--- src/rtl/srep_pkg.sv ---
package srep_pkg;
  typedef enum logic [1:0] {
    KIND_IDLE  = 2'd0,
    KIND_PAGE  = 2'd1,
    KIND_ERASE = 2'd2
  } cyc_kind_t;

  function automatic cyc_kind_t classify(input logic busy, input logic erase);
    if (!busy)
      return KIND_IDLE;
    else if (erase)
      return KIND_ERASE;
    else
      return KIND_PAGE;
  endfunction
endpackage

--- src/rtl/srep_read_detect.sv ---
module srep_read_detect (
  input  logic clk,
  input  logic rst_n,
  input  logic ce_n,
  input  logic oe_n,
  input  logic busy,
  output logic read_fire,
  output logic busy_rise
);
  logic oe_prev;
  logic busy_q;

  always_ff @(posedge clk or negedge rst_n) begin
    if (!rst_n) begin
      oe_prev <= 1'b1;
      busy_q  <= 1'b0;
    end else begin
      oe_prev <= oe_n;
      busy_q  <= busy;
    end
  end

  assign read_fire = oe_prev & ~oe_n & ~ce_n;
  assign busy_rise = busy & ~busy_q;
endmodule

--- src/rtl/srep_toggle.sv ---
module srep_toggle (
  input  logic clk,
  input  logic rst_n,
  input  logic busy_rise,
  input  logic read_fire,
  output logic tgl
);
  always_ff @(posedge clk or negedge rst_n) begin
    if (!rst_n)
      tgl <= 1'b0;
    else if (busy_rise)
      tgl <= read_fire;
    else if (read_fire)
      tgl <= ~tgl;
  end
endmodule

--- src/rtl/srep_mux.sv ---
module srep_mux #(
  parameter int DATA_W = 8,
  parameter int ADDR_W = 7
) (
  input  srep_pkg::cyc_kind_t kind,
  input  logic [ADDR_W-1:0]   last_addr,
  input  logic [DATA_W-1:0]   last_data,
  input  logic [ADDR_W-1:0]   rd_addr,
  input  logic [DATA_W-1:0]   array_data,
  input  logic                tgl,
  input  logic                ce_n,
  input  logic                oe_n,
  output logic [DATA_W-1:0]   dq,
  output logic                dq_oe
);
  import srep_pkg::*;

  localparam int POLL_BIT = DATA_W - 1;
  localparam int TGL_BIT  = DATA_W - 2;

  function automatic logic [DATA_W-1:0] status_word(
    input logic is_erase, input logic hit, input logic msb, input logic t);
    logic [DATA_W-1:0] w;
    w = '0;
    w[POLL_BIT] = (!is_erase && hit) ? ~msb : 1'b0;
    w[TGL_BIT]  = t;
    return w;
  endfunction

  logic addr_hit;
  assign addr_hit = (rd_addr == last_addr);

  always_comb begin
    dq_oe = ~ce_n & ~oe_n;
    dq    = '0;
    if (dq_oe) begin
      case (kind)
        KIND_PAGE:  dq = status_word(1'b0, addr_hit, last_data[POLL_BIT], tgl);
        KIND_ERASE: dq = status_word(1'b1, addr_hit, last_data[POLL_BIT], tgl);
        default:    dq = array_data;
      endcase
    end
  end
endmodule

--- src/rtl/wr_status_reporter.sv ---
module wr_status_reporter #(
  parameter int DATA_W = 8,
  parameter int ADDR_W = 7
) (
  input  logic              clk,
  input  logic              rst_n,
  input  logic              busy_i,
  input  logic              erase_i,
  input  logic [ADDR_W-1:0] last_addr_i,
  input  logic [DATA_W-1:0] last_data_i,
  input  logic              ce_n_i,
  input  logic              oe_n_i,
  input  logic [ADDR_W-1:0] rd_addr_i,
  input  logic [DATA_W-1:0] array_data_i,
  output logic [DATA_W-1:0] dq_o,
  output logic              dq_oe_o
);
  import srep_pkg::*;

  logic      read_fire;
  logic      busy_rise;
  logic      tgl_q;
  cyc_kind_t kind;

  assign kind = classify(busy_i, erase_i);

  srep_read_detect u_det (
    .clk       (clk),
    .rst_n     (rst_n),
    .ce_n      (ce_n_i),
    .oe_n      (oe_n_i),
    .busy      (busy_i),
    .read_fire (read_fire),
    .busy_rise (busy_rise)
  );

  srep_toggle u_tgl (
    .clk       (clk),
    .rst_n     (rst_n),
    .busy_rise (busy_rise),
    .read_fire (read_fire),
    .tgl       (tgl_q)
  );

  srep_mux #(.DATA_W(DATA_W), .ADDR_W(ADDR_W)) u_mux (
    .kind       (kind),
    .last_addr  (last_addr_i),
    .last_data  (last_data_i),
    .rd_addr    (rd_addr_i),
    .array_data (array_data_i),
    .tgl        (tgl_q),
    .ce_n       (ce_n_i),
    .oe_n       (oe_n_i),
    .dq         (dq_o),
    .dq_oe      (dq_oe_o)
  );
endmodule

--- config.mk ---
export PLATFORM = sky130hd
export DESIGN_NAME = wr_status_reporter
export DESIGN_NICKNAME = d
export VERILOG_FILES = /design/src/rtl/srep_pkg.sv /design/src/rtl/srep_read_detect.sv /design/src/rtl/srep_toggle.sv /design/src/rtl/srep_mux.sv /design/src/rtl/wr_status_reporter.sv
export SDC_FILE = /design/constraint.sdc
export NUM_CORES = 1
export LEC_CHECK = 0
export BUFFER_PORTS_ARGS = -buffer_cell sky130_fd_sc_hd__buf_2
export CAP_MARGIN = 30
export CORE_AREA = 4 4 41 43
export DETAILED_ROUTE_END_ITERATION = 10
export DIE_AREA = 0 0 45 47
export GPL_TIMING_DRIVEN = 0
export PLACE_DENSITY_LB_ADDON = 0.12
export SETUP_SLACK_MARGIN = 0.15
export SYNTH_ARGS = -nofsm -noshare
export SYNTH_HDL_FRONTEND = slang
export SYNTH_SLANG_ARGS = --single-unit
--- constraint.sdc ---
create_clock -name clk -period 1.87 [get_ports clk]
set_input_delay 0.4675 -clock clk [delete_from_list [all_inputs] [get_ports clk]]
set_output_delay 0.4675 -clock clk [all_outputs]
set_load 0.005 [all_outputs]
==> results.toml <==
[die]
num_io_pins = 45
core_sq_um = 1300
row_count = 13
chipHeight_microns = 47
start_util_pct = 19.4
die_area_sq_um = 2120
die_w_microns = 45

[route]
routed_wl_microns = 822
routedWlPerCell_microns = 9.56
vias_per_cell = 3.94
vias = 339
first_iter_violations = 1
drc = 0
postRouteAntennaNets = 0
dr.pass1.iters = 2

[clock_tree]
cts_setup_buffers = 0
path_clk_slew_ps = 40
cts_tree = "yes"
cts_buffers = 3
clock-root-buffer = "clkbuf_4"
ctsHtreeMaxLevel = 1
cts.sinks = 3
clk_latency_ps = 230
clockBufferDepth = 2

[global_route]
overflow = 0
grt_pass1_wl_microns = 1100
grt_max_degree = 7
antenna_found_initial = 0
grt_pass1_vias = 269
grt.total_usage_pct = 7.91

[critical_path]
slowest_delay_ps = 260
cp_num_buf_inv = 2
slowest_stage = "nor4_2"
critPathArrivalTime_ps = 1350
path_class = "primary input to primary output"
r2r-end = "u_tgl.tgl"
rr_worst_depth = 2
rrSetupSlack_ps = 1020
critPathTopFamily = "simple AND/OR/NAND/NOR gates"
cp-startpoint = "rd_addr_i[4]"
critPathRequiredTime_ps = 1400
path_cells = "buf_6 > xor2_1 > nor4_2 > nand4_1 > a21boi_1 > buf_2"
path_depth = 6
critPathCaptureType = "primary output"
critPathMaxFanout = 1
cp-start-kind = "primary input"
rr_startpoint = "u_det.oe_prev"
endpoint = "dq_o[7]"

[timing]
tightest_slew_ps = 480
slew_headroom_pct = 67.8
final_hold_viol_count = 0
rsz0062_at_grt = "yes"
min_period_ps = 1810
setup_viol = 0
fin_crit_sh_pct = 97.0
clock_skew_ps = 1.50
fmax_ghz = 0.551
timing.hold.ws_ps = 22.9
slew_violations = 0

[hold_path]
hold_class = "primary input to asynchronous set/reset pin"

[cells_and_area]
post-route-util_pct = 39.0
post-route-cell-area_sq_um = 508
n_antenna_cell = 0
area_growth_pct = 101
fin_cells = 86
drive_gt1_share_pct = 59.2
layout.nets = 108

[power_and_ir_drop]
leakage_nw = 0.289
vdd_ir_drop_max_mv = 0.163
power.total_uw = 263
power.density_nw_per_um2 = 517

[placement]
dp.cells = 82
postPlaceCellArea_sq_um = 457
place.port_buffers = 37
globalplace.congestion = 0.618
hpwl_microns = 741

[yosys]
netlist.top_cell.by_area = "xor2_1"
ys_async_sr_fraction_pct = 100
netlist_area_sq_um = 253
synth-seq-cells = 3
netlist_top_cells_area = "xor2_1, dfrtp_1, and2_1"
synth_cells = 30
synth_top_area_share_pct = 27.7
synth_area_per_cell_sq_um = 8.42
seq_area_frac_synth_pct = 30.2
yosysMostFrequentCell = "xor2_1"
synth-edff-count = 0
synth.distinct_cells = 13
ys.warnings.count = 0
synth_common_cells = "xor2_1, and2_1, nor3_1"
syn_nets = 66
synthFlopType = "dfrtp_1"

[flow_run]
max_cap_viol_count = 0

[status]
status = "completed"
-- cell families (layout without fill, tap and decap cells) --
family	Yosys count	count (layout)	synth area share (%)
simple gates	15	15	31.7
xor+xnor	8	8	27.7
flops	3	3	30.2
compound gates	2	2	4.95
mux	1	1	3.96
buf+inv	1	42	1.48
-- where the power goes --
part	leakage, nW	switching, mW	internal [mW]	total (mW)
sequential	0.0349	0.00288	0.0727	0.0756
combinational	0.239	0.0301	0.0436	0.0737
clock	0.0150	0.0335	0.0800	0.113
total	0.289	0.0664	0.196	0.263
-- worst min-delay path by stage --
stage	endpoint	slack [ps]	cells past startpoint	startpoint
after floorplan	u_det.busy_q	170	0	rst_n
after global placement	u_tgl.tgl	270	1	rst_n
after detailed placement	u_det.busy_q	270	1	rst_n
after CTS	u_tgl.tgl	10	1	rst_n
after global routing	u_tgl.tgl	20	1	rst_n
final	u_tgl.tgl	20	1	rst_n
-- timing repair --
action | CTS | global route
resized for setup | 0 | 4
hold buffers | 0 | 0
setup endpoints to repair | 7 | 7
pin swaps | 0 | 1
-- flip-flops by register name (all words and copies together), names as in the netlist --
| name | flops |
|---|---|
| u_tgl.tgl | 1 |
| u_det.busy_q | 1 |
| u_det.oe_prev | 1 |
-- area by class of cell --
class,instances,area (sq um)
flip-flops and latches,3,76.3
fillers,155,793
multi-input cells,26,179
well taps,15,18.8
clock buffers,4,26.3
inverters,1,3.75
repair buffers,37,204
-- metrics by stage --
stage          worst slack [ps]  setup TNS [ps]
6_report                   56.3               0
5_1_grt                   -86.5            -337
4_1_cts                    11.0               0
3_5_place_dp               22.9               0
3_3_place_gp               15.9               0
2_1_floorplan               285               0
-- cell usage in the layout, fill, tap and decap left out, drive strengths merged --
master | netlist | final
buf | 0 | 37
xor2 | 8 | 8
and2 | 6 | 6
clkbuf | 0 | 4
nor3 | 3 | 3
nor2 | 2 | 2
nand2 | 2 | 2
dfrtp | 2 | 2
mux2i | 1 | 1
nor4 | 1 | 1
nand4 | 1 | 1
inv | 1 | 1
a21boi | 1 | 1
o21ai | 1 | 1
dfstp | 1 | 1
-- metal layers --
metal | global-route usage [%] | share of wire, % | routed length (microns) | vias up
li1 | - | - | - | 181
met1 | 10.0 | 37 | 305 | 133
met2 | 9.89 | 50 | 410 | 23
met3 | 0 | 11 | 87 | 2
met4 | 12.3 | 2.3 | 19 | 0
met5 | 0 | 0 | 0 | -
Note: power is estimated with default switching activity, not from simulation.
